`config.mk`:
```
export PLATFORM = sky130hd
export DESIGN_NAME = cap_buffer
export DESIGN_NICKNAME = d
export VERILOG_FILES = /design/src/rtl/cap_pkg.sv /design/src/rtl/cap_mem.sv /design/src/rtl/cap_regs.sv /design/src/rtl/cap_seq.sv /design/src/rtl/cap_buffer.sv
export SDC_FILE = /design/constraint.sdc
export NUM_CORES = 2
export LEC_CHECK = 0
export CAP_MARGIN = 40
export CORE_ASPECT_RATIO = 2
export CORE_MARGIN = 8
export CORE_UTILIZATION = 57
export DETAILED_ROUTE_END_ITERATION = 10
export PLACE_DENSITY = 0.73
export SYNTH_ARGS = -nofsm -noshare
export SYNTH_HDL_FRONTEND = slang
export SYNTH_SLANG_ARGS = --single-unit
export TNS_END_PERCENT = 100
```
`constraint.sdc`:
```
create_clock -name clk -period 6.6 [get_ports clk]
set_clock_uncertainty 0.05 [all_clocks]
set_input_delay 0.66 -clock clk [delete_from_list [all_inputs] [get_ports clk]]
set_output_delay 0.66 -clock clk [all_outputs]
set_load 0.02 [all_outputs]
```
`src/rtl/cap_pkg.sv`:
```
package cap_pkg;
  typedef enum logic [1:0] {
    ST_IDLE    = 2'd0,
    ST_CAPTURE = 2'd1,
    ST_READOUT = 2'd2,
    ST_DONE    = 2'd3
  } cap_state_e;

  localparam logic [1:0] REG_LEN    = 2'd0;
  localparam logic [1:0] REG_START  = 2'd1;
  localparam logic [1:0] REG_CLEAR  = 2'd2;
  localparam logic [1:0] REG_STATUS = 2'd3;
endpackage

```
`src/rtl/cap_mem.sv`:
```
module cap_mem #(
  parameter int DATA_W = 8,
  parameter int DEPTH  = 256,
  localparam int ADDR_W = $clog2(DEPTH)
) (
  input  logic              clk,
  input  logic              we,
  input  logic [ADDR_W-1:0] waddr,
  input  logic [DATA_W-1:0] wdata,
  input  logic              re,
  input  logic [ADDR_W-1:0] raddr,
  output logic [DATA_W-1:0] rdata
);
  logic [DATA_W-1:0] store [DEPTH];

  always_ff @(posedge clk) begin
    if (we) store[waddr] <= wdata;
  end

  always_ff @(posedge clk) begin
    if (re) rdata <= store[raddr];
  end
endmodule

```
`src/rtl/cap_regs.sv`:
```
module cap_regs
  import cap_pkg::*;
#(
  parameter int DEPTH = 256,
  localparam int CNT_W = $clog2(DEPTH + 1)
) (
  input  logic             clk,
  input  logic             rst,
  input  logic             cyc,
  input  logic             stb,
  input  logic             we,
  input  logic [1:0]       adr,
  input  logic [31:0]      wdat,
  output logic [31:0]      rdat,
  output logic             ack,
  input  cap_state_e       state,
  input  logic [CNT_W-1:0] count,
  output logic [CNT_W-1:0] len,
  output logic             start_cmd,
  output logic             clear_cmd
);
  logic access;
  logic wr;
  logic [31:0] status_word;

  assign access    = cyc && stb && !ack;
  assign wr        = access && we;
  assign start_cmd = wr && (adr == REG_START);
  assign clear_cmd = wr && (adr == REG_CLEAR);

  always_comb begin
    status_word        = '0;
    status_word[0]     = (state == ST_DONE);
    status_word[1]     = (state == ST_CAPTURE) || (state == ST_READOUT);
    status_word[16 +: CNT_W] = count;
  end

  always_ff @(posedge clk) begin
    if (rst) begin
      ack  <= 1'b0;
      rdat <= '0;
      len  <= '0;
    end else begin
      ack <= access;
      if (access) begin
        case (adr)
          REG_LEN:    rdat <= 32'(len);
          REG_STATUS: rdat <= status_word;
          default:    rdat <= '0;
        endcase
      end
      if (wr && adr == REG_LEN) begin
        if (wdat > 32'(DEPTH)) len <= CNT_W'(DEPTH);
        else                   len <= CNT_W'(wdat);
      end
    end
  end

  a_r2_ack_follows: assert property (@(posedge clk) disable iff (rst)
    (cyc && stb && !ack) |=> ack);
  a_r2_ack_single: assert property (@(posedge clk) disable iff (rst)
    ack |=> !ack);
  a_r3_len_bound: assert property (@(posedge clk) disable iff (rst)
    32'(len) <= 32'(DEPTH));
endmodule

```
`src/rtl/cap_seq.sv`:
```
module cap_seq
  import cap_pkg::*;
#(
  parameter int DEPTH = 256,
  localparam int ADDR_W = $clog2(DEPTH),
  localparam int CNT_W  = $clog2(DEPTH + 1)
) (
  input  logic              clk,
  input  logic              rst,
  input  logic              start_cmd,
  input  logic              clear_cmd,
  input  logic [CNT_W-1:0]  len,
  input  logic              smp_en,
  input  logic              out_ready,
  output cap_state_e        state,
  output logic [CNT_W-1:0]  count,
  output logic              mem_we,
  output logic [ADDR_W-1:0] mem_waddr,
  output logic              mem_re,
  output logic [ADDR_W-1:0] mem_raddr,
  output logic              out_valid
);
  logic [ADDR_W-1:0] addr;
  logic [CNT_W-1:0]  len_run;
  logic              last_word;
  logic              accept;

  assign last_word = (addr == '0);
  assign accept    = out_valid && out_ready;
  assign mem_we    = (state == ST_CAPTURE) && smp_en;
  assign mem_waddr = addr;
  // Fetch the first word on entry; afterwards prefetch the next lower address on each accept.
  assign mem_re    = (state == ST_READOUT) && (!out_valid || (out_ready && !last_word));
  assign mem_raddr = out_valid ? ADDR_W'(addr - 1'b1) : addr;

  always_ff @(posedge clk) begin
    if (rst) begin
      state     <= ST_IDLE;
      addr      <= '0;
      count     <= '0;
      len_run   <= '0;
      out_valid <= 1'b0;
    end else begin
      case (state)
        ST_IDLE: begin
          if (start_cmd && len != '0) begin
            state   <= ST_CAPTURE;
            addr    <= '0;
            count   <= '0;
            len_run <= len;
          end
        end
        ST_CAPTURE: begin
          if (smp_en) begin
            count <= count + 1'b1;
            if ((count + CNT_W'(1)) == len_run) state <= ST_READOUT;
            else                                addr  <= addr + 1'b1;
          end
        end
        ST_READOUT: begin
          if (!out_valid) begin
            out_valid <= 1'b1;
          end else if (out_ready) begin
            if (last_word) begin
              out_valid <= 1'b0;
              state     <= ST_DONE;
            end else begin
              addr <= addr - 1'b1;
            end
          end
        end
        ST_DONE: begin
          if (clear_cmd) begin
            state <= ST_IDLE;
            count <= '0;
          end
        end
        default: state <= ST_IDLE;
      endcase
    end
  end

  a_r7_valid_hold: assert property (@(posedge clk) disable iff (rst)
    (out_valid && !out_ready) |=> out_valid);
  a_r8_end_after_zero: assert property (@(posedge clk) disable iff (rst)
    (accept && last_word) |=> (state == ST_DONE) && !out_valid);
  a_r9_no_restart: assert property (@(posedge clk) disable iff (rst)
    ((state == ST_CAPTURE || state == ST_READOUT) && start_cmd) |=> state != ST_IDLE);
  a_r5_count_bound: assert property (@(posedge clk) disable iff (rst)
    (state == ST_CAPTURE) |-> (count < len_run));
  a_r11_valid_in_readout: assert property (@(posedge clk) disable iff (rst)
    out_valid |-> (state == ST_READOUT));
endmodule

```
`src/rtl/cap_buffer.sv`:
```
module cap_buffer
  import cap_pkg::*;
#(
  parameter int SAMPLE_W = 8,
  parameter int DEPTH    = 256,
  localparam int ADDR_W  = $clog2(DEPTH),
  localparam int CNT_W   = $clog2(DEPTH + 1)
) (
  input  logic                clk,
  input  logic                rst,
  input  logic                wb_cyc_i,
  input  logic                wb_stb_i,
  input  logic                wb_we_i,
  input  logic [1:0]          wb_adr_i,
  input  logic [31:0]         wb_dat_i,
  output logic [31:0]         wb_dat_o,
  output logic                wb_ack_o,
  input  logic                smp_en,
  input  logic [SAMPLE_W-1:0] smp_data,
  output logic [SAMPLE_W-1:0] out_data,
  output logic                out_valid,
  input  logic                out_ready
);
  cap_state_e        state;
  logic [CNT_W-1:0]  count;
  logic [CNT_W-1:0]  len;
  logic              start_cmd;
  logic              clear_cmd;
  logic              mem_we;
  logic [ADDR_W-1:0] mem_waddr;
  logic              mem_re;
  logic [ADDR_W-1:0] mem_raddr;

  cap_regs #(.DEPTH(DEPTH)) u_regs (
    .clk(clk), .rst(rst),
    .cyc(wb_cyc_i), .stb(wb_stb_i), .we(wb_we_i), .adr(wb_adr_i),
    .wdat(wb_dat_i), .rdat(wb_dat_o), .ack(wb_ack_o),
    .state(state), .count(count), .len(len),
    .start_cmd(start_cmd), .clear_cmd(clear_cmd)
  );

  cap_seq #(.DEPTH(DEPTH)) u_seq (
    .clk(clk), .rst(rst),
    .start_cmd(start_cmd), .clear_cmd(clear_cmd), .len(len),
    .smp_en(smp_en), .out_ready(out_ready),
    .state(state), .count(count),
    .mem_we(mem_we), .mem_waddr(mem_waddr),
    .mem_re(mem_re), .mem_raddr(mem_raddr),
    .out_valid(out_valid)
  );

  cap_mem #(.DATA_W(SAMPLE_W), .DEPTH(DEPTH)) u_mem (
    .clk(clk),
    .we(mem_we), .waddr(mem_waddr), .wdata(smp_data),
    .re(mem_re), .raddr(mem_raddr), .rdata(out_data)
  );

  a_r7_data_hold: assert property (@(posedge clk) disable iff (rst)
    (out_valid && !out_ready) |=> $stable(out_data));
  a_r5_write_only_capturing: assert property (@(posedge clk) disable iff (rst)
    mem_we |-> (state == ST_CAPTURE));
endmodule

```
# --- After elaboration in Yosys (flattened, before gate mapping) ---
# Memories as Yosys holds them, arrays and structs flattened. A register that Yosys moved wholly into a read port is not among the register bits.
# Index checks and enable logic that the tools add are counted.
word_totals:
  wordCells: 81
  mem_bits_rw: 2048
  register_bits: 71
  inputBits: 49
  memories: 1
op_classes:
  add_sub_neg: 3
  n_mux: 27
  order_cmp: 1
  n_reduce_logical: 25
  eq_ne: 16
mem_list:
  columns: ["name", "words", "word_bits", "read_ports", "rd_clocked_by_memory_dff", "write_ports", "line_no", "rtl"]
  rows:
  - ["u_mem.store", 256, 8, 1, 1, 1, "cap_mem.sv:14", "logic [DATA_W-1:0] store [DEPTH];"]
op_table:
  columns: ["cell", "n"]
  rows:
  - ["2-to-1 mux 8 bit", 7]
  - ["one-hot mux 25 bit (2 select lines)", 1]
  - ["2-to-1 mux 9 bit", 4]
  - ["greater-than comparator 32 x 9 -> 1 bit (second input constant)", 1]
  - ["one-hot mux 9 bit (3 select lines)", 1]
  - ["one-hot mux 8 bit (3 select lines)", 1]
  - ["2-to-1 mux 2 bit", 7]
  - ["AND reduction 7 bit", 2]
  - ["logical AND 1 bit", 10]
  - ["!= test 2 bit (second input constant)", 5]
  - ["adder 9 x 1 -> 9 bit (second input constant)", 1]
  - ["== test 9 bit", 1]
  - ["nonzero test 9 bit", 1]
  - ["adder 8 x 1 -> 8 bit (second input constant)", 1]
  - ["== test 2 bit (second input constant)", 4]
  - ["logical NOT 8 bit", 1]
  - ["!= test 2 x 1 -> 1 bit (second input constant)", 4]
  - ["one-hot mux 2 bit (4 select lines)", 1]
  - ["subtractor 8 x 1 -> 8 bit (second input constant)", 1]
  - ["nonzero test 3 bit", 2]
  - ["2-to-1 mux 1 bit", 5]
  - ["== test 2 x 1 -> 1 bit (second input constant)", 2]
  - ["logical NOT 2 bit", 2]
  - ["AND reduction 4 bit", 1]
  - ["other kinds (3)", 6]

# --- Depth between registers and ports, before layout ---
logic_depth:
  depth_word: 7
  mapped_depth: 16

# --- Cells and area by module ---
# Synthesis repeated with hierarchy kept, for this count alone.
unflattened:
  hier_cells: 4172
  area_unflattened_um2: 83161.0
by_module_without_submodules:
  columns: ["mod", "seq_area_each_um2", "instances", "cells_each", "area_each_um2"]
  rows:
  - ["cap_mem", 61739.2, 1, 3733, 79636.4]
  - ["cap_seq", 580.6, 1, 277, 2133.3]
  - ["cap_regs", 560.5, 1, 162, 1391.3]

# --- Worst setup path before layout ---
# Ideal clock, no wire load.
synth_path:
  kind: "flip-flop to flip-flop"
  from: "reg u_seq.addr[0], in the netlist u_seq.mem_waddr[0]"
  to: "reg u_mem.rdata[0] (read register of u_mem.store), data pin"
  t_required_ns: 6.282
  arrival_time_ns: 2.793
  n_path_buf: 4
  setup_slack_ns: 3.489
  path_stages_with_launch: 14
  period_less_slack_ns: 3.111
  setup_time_ns: 0.268
  path_cell_list: "dfxtp_1 > clkbuf_1 > inv_1 > ha_1 > clkbuf_1 > xor2_1 > o22ai_1 > clkbuf_1 > clkbuf_1 > a31oi_1 > nand3_1 > nand4_1 > a22oi_1 > nand4_1"
synth_via:
  elab_chain_cells: 5
synth_lines:
  columns: ["element", "line_no", "rtl"]
  rows:
  - ["start, declared", "cap_seq.sv:23", "logic [ADDR_W-1:0] addr;"]
  - ["start signal, assigned", "cap_seq.sv:57", "else addr <= addr + 1'b1;"]
  - ["start signal, assigned", "cap_seq.sv:68", "addr <= addr - 1'b1;"]
  - ["parallel branches: the longest is 5 deep, another holds subtractor 8 x 1 -> 8 bit", null, null]
  - ["end, declared", "cap_mem.sv:12", "output logic [DATA_W-1:0] rdata"]
# Several ways; the timed one is not identified.
# A chain may end at the register's enable or synchronous reset.

# --- Worst setup path after layout ---
layout_path:
  from: "reg u_seq.addr[0], in the netlist u_seq.mem_waddr[0]"
  to: "reg u_mem.rdata[3] (read register of u_mem.store), data pin"
# Same word-level chain as after synthesis.

==> results.rst <==
.. list-table::
   :header-rows: 1

   * - Metric
     - Value
   * - Cells along the critical path
     - inv_1, ha_1, nand3b_1, nand2_4, buf_12, mux2i_1, o211ai_1, a32oi_1, nand4_1, a22oi_1, nand4_1
   * - Startpoint of the worst setup timing path
     - u_seq.mem_waddr[0]
   * - Clock tree root buffer cell
     - sky130_fd_sc_hd__clkbuf_16
   * - Final TNS setup
     - 0 ns
   * - Die width
     - 286 µm
   * - Peak supply drop
     - about 0.29 mV
   * - Post-synthesis sequential element count
     - 2113
   * - Category of the worst setup path launch point
     - register
   * - Leakage
     - 28.7 nW
   * - Full die area
     - between 150000 and 200000 µm²
   * - CTS Hold Bufs
     - 0
   * - Via-to-Cell Ratio
     - approximately 6.5
   * - Post-detailed-placement half-perimeter wirelength
     - 143000 µm
   * - DIE HEIGHT
     - 557 µm
   * - Minimum period implied by the final worst setup slack
     - 4.83 ns
   * - Depth of the worst register-to-register path
     - 11
   * - Post-synthesis instance total
     - 5651
   * - Slowest cell on the critical path
     - sky130_fd_sc_hd__nand2_4
   * - Detailed-routed wire length on met3
     - 18200 µm
   * - Insertion delay to the later sink of the worst-skew pair
     - about 0.82 ns
   * - Arrival @ worst endpoint
     - 5.31 ns
   * - Classification of the worst-slack hold path
     - in -> reg
   * - Post-synthesis cell type count
     - 66
   * - Path type of the worst setup path
     - reg -> reg
   * - First-pass iteration count of the detailed router
     - 6
   * - Most instantiated flip-flop cell in the synthesis netlist
     - sky130_fd_sc_hd__edfxtp_1
   * - Clock-pin slew reported for the worst setup and hold paths after clock tree synthesis
     - about 0.07 ns
   * - Cell area after synthesis
     - about 83000 µm²
   * - Core Util, Final
     - 63.6%
   * - Resize count post-CTS
     - 0
   * - Unrepaired setup endpoints after global routing
     - false
   * - Run status
     - finished clean
   * - Pin count of the biggest net entering global routing
     - 159
   * - Total global routing overflow
     - 0
   * - Number of CTS-inserted buffers
     - 173
   * - Areal power density over the cells
     - 284 nW/µm²
   * - Share of flip-flops with an asynchronous set or reset
     - 0%
   * - Max Fanout on Critical Path
     - 67
   * - Worst setup path endpoint
     - u_mem.rdata[3]
   * - Global-route wire length before repair
     - ~330000 µm
   * - Top layer reached by signal wires
     - met5
   * - Met2 wirelength from detailed routing
     - 117000 µm
   * - Synthesis Warnings
     - 0
   * - Maximum root-to-sink buffer count
     - 4
   * - Highest attainable clock frequency
     - 207 MHz
   * - Setup violation total in the final timing report
     - 0
   * - Critical path capture point type
     - register
   * - Critical path's most frequent cell
     - sky130_fd_sc_hd__nand4_1
   * - Area of the placeable core
     - 145000 µm²
   * - Post-route fraction of the period consumed by the critical path
     - 73.2%
   * - Fin nets
     - between 5000 and 6000
   * - Mean routed wirelength per cell
     - 29.3 µm
   * - Reg2reg setup slack
     - 1.77 ns
   * - Delay contributed by the slowest stage of the critical path
     - 0.79 ns
   * - Global Route Usage Sum
     - 27.9%
   * - Met1 WL
     - between 70000 and 80000 µm
   * - First-iteration detailed-routing DRC count
     - between 6000 and 7000
   * - Gpl congestion
     - about 0.94
   * - Site Rows
     - just under 200
   * - Routed wire length
     - between 200000 and 250000 µm
   * - Count of pins over their slew limit
     - 0
   * - DRT antenna net count
     - 0
   * - Post-CTS Repair Setup Buffers
     - 0
   * - Worst EP required
     - roughly 7.1 ns
   * - Slew @ Worst Pin
     - 1.12 ns
   * - Number of H-tree branching levels
     - 4
   * - Area added between synthesis and finish
     - 10.9%
   * - Number of flops mapped to enable cells by yosys
     - 2056
   * - Post-synthesis sequential area ratio
     - about three quarters
   * - Tightest slew margin relative to the limit
     - 25.2%
   * - Initial antenna violation count
     - 5
   * - Count of boundary I/O pins
     - 91
   * - Final hold violation count
     - 0
   * - Startpoint of the worst-slack reg-to-reg timing path
     - u_seq.mem_waddr[0]
   * - Number of global-route vias before repair
     - 50409
   * - Layout cell share with drive strength beyond 1
     - 10.4%
   * - Port Buffer Count
     - 76
   * - Syn Area/Cell
     - 14.8 µm²
   * - Endpoint of the worst-slack reg-to-reg timing path
     - u_mem.rdata[3]
   * - Post-route DRC
     - 0
   * - Fill count
     - 9934
   * - Number of sinks driven by the clock tree
     - 2113
   * - Routed vias
     - 50204
   * - Max-cap violations
     - 0
   * - Clock tree from TritonCTS
     - built
   * - Initial core utilization
     - 57.3%
registers in the layout, indices dropped and copies added, names as in the netlist:
name,count
u_mem.rdata,8
u_mem.store,2048
u_regs.ack,1
u_regs.len,9
u_regs.rdat,18
u_seq.count,9
u_seq.len_run,9
u_seq.mem_waddr,8
u_seq.out_valid,1
u_seq.state,2
final cells by class:
class | instances | area [µm²] | area share (%)
Clock buffer | 200 | 4500 | 4.87
Tap cell | 1900 | 2380 | 2.57
Sequential cell | 2113 | 62900 | 68.0
Multi-Input combinational cell | 3152 | 18900 | 20.5
Clock inverter | 102 | 1090 | 1.18
Timing Repair Buffer | 255 | 2610 | 2.82
Antenna cell | 2 | 5.00 | 0.00542
Inverter | 13 | 48.8 | 0.0528
cells in the final DEF, fill, tap and decap left out, drive strengths merged, types with 8 or more instances in the layout:
cell	count
edfxtp	2056
nand2	1243
nand3	511
nor2	306
nand4	214
clkbuf	201
buf	187
a32oi	168
mux2i	165
mux4	128
a22oi	84
clkdlybuf4s50	67
clkinv	66
dfxtp	57
a21oi	56
a31oi	41
o211ai	25
a41oi	23
bufinv	22
o21ai	17
ha	16
inv	16
xnor2	15
conb	14
and3	13
nor3	13
xor2	12
clkinvlp	11
a211oi	11
nor4	11
nand2b	8
power by group:
group / switching (W) / internal (W) / total (W) / leakage, nW
registers: 0.00000865 / 0.0147 / 0.0147 / 18.9
logic: 0.000790 / 0.000266 / 0.00106 / 7.04
clock network: 0.00466 / 0.00576 / 0.0104 / 2.72
total: 0.00546 / 0.0207 / 0.0262 / 28.7
synthesized netlist by cell type, types with 16 or more instances:
library cell               instances  area [µm²]
sky130_fd_sc_hd__edfxtp_1       2056       61700
sky130_fd_sc_hd__nand2_1        1241        4660
sky130_fd_sc_hd__nand3_1         511        2560
sky130_fd_sc_hd__nor2_1          298        1120
sky130_fd_sc_hd__clkbuf_1        222         833
sky130_fd_sc_hd__nand4_1         214        1340
sky130_fd_sc_hd__a32oi_1         168        1470
sky130_fd_sc_hd__mux2i_1         165        1650
sky130_fd_sc_hd__mux4_2          128        2880
sky130_fd_sc_hd__buf_2            94         470
sky130_fd_sc_hd__a22oi_1          84         631
sky130_fd_sc_hd__dfxtp_1          57        1140
sky130_fd_sc_hd__a21oi_1          56         280
sky130_fd_sc_hd__a31oi_1          41         257
sky130_fd_sc_hd__buf_1            41         154
sky130_fd_sc_hd__o211ai_1         25         188
sky130_fd_sc_hd__a41oi_1          23         201
sky130_fd_sc_hd__buf_4            23         173
sky130_fd_sc_hd__ha_1             16         200
critical path: cells and delay by family, from the launching register on:
family,cells,cell delay (ns)
AO/OA/AOI/OAI,3,1.28
adder cells (fa/ha/maj),1,0.32
buffers and inverters,2,0.59
flip-flops,1,0.48
multiplexers,1,0.25
AND/OR/NAND/NOR,4,1.53
stage by stage:
stage	worst slack, ns	power [W]	instance area [µm²]	std cells	hold slack [ns]
after floorplan	3.49	0.0155	83400	5664	0.398
after global placement	1.71	0.0160	86100	7358	0.393
after detailed placement	1.95	0.0161	86800	7429	0.398
after CTS	1.91	0.0262	92400	7731	0.0856
after global routing	1.61	0.0267	92400	7736	0.123
final	1.77	0.0262	92400	7737	0.121
how the worst min path moves through the flow:
stage / end / slack, ns / cells past startpoint / start
6_report: u_regs.len[5] / 0.12 / 2 / rst
5_1_grt: u_regs.ack / 0.12 / 2 / rst
4_1_cts: u_regs.len[5] / 0.09 / 2 / rst
3_5_place_dp: u_regs.rdat[19] / 0.40 / 2 / u_regs.rdat[19]
3_3_place_gp: u_regs.rdat[20] / 0.39 / 2 / u_regs.rdat[20]
2_1_floorplan: u_seq.len_run[1] / 0.40 / 2 / u_seq.len_run[1]
metal layers:
metal  vias up  GRT usage, %
li1      21528             -
met1     25125          30.5
met2      2812          49.1
met5         -             0
met4         4          19.9
met3       735          4.57
cells by family (layout without fill, tap and decap cells):
group,after synthesis,in the layout,synth area share [%]
and+or+nand+nor,2353,2353,12.3
DFF,2113,2113,75.4
AOI/OAI and AO/OA,445,445,4.05
buffers and inverters,399,570,2.08
muxes,295,295,5.47
xor gates and xnor gates,29,29,0.384
adders and majority gates,16,16,0.240
other,1,16,0.00450
No activity file was read; power rests on OpenSTA's default activity.
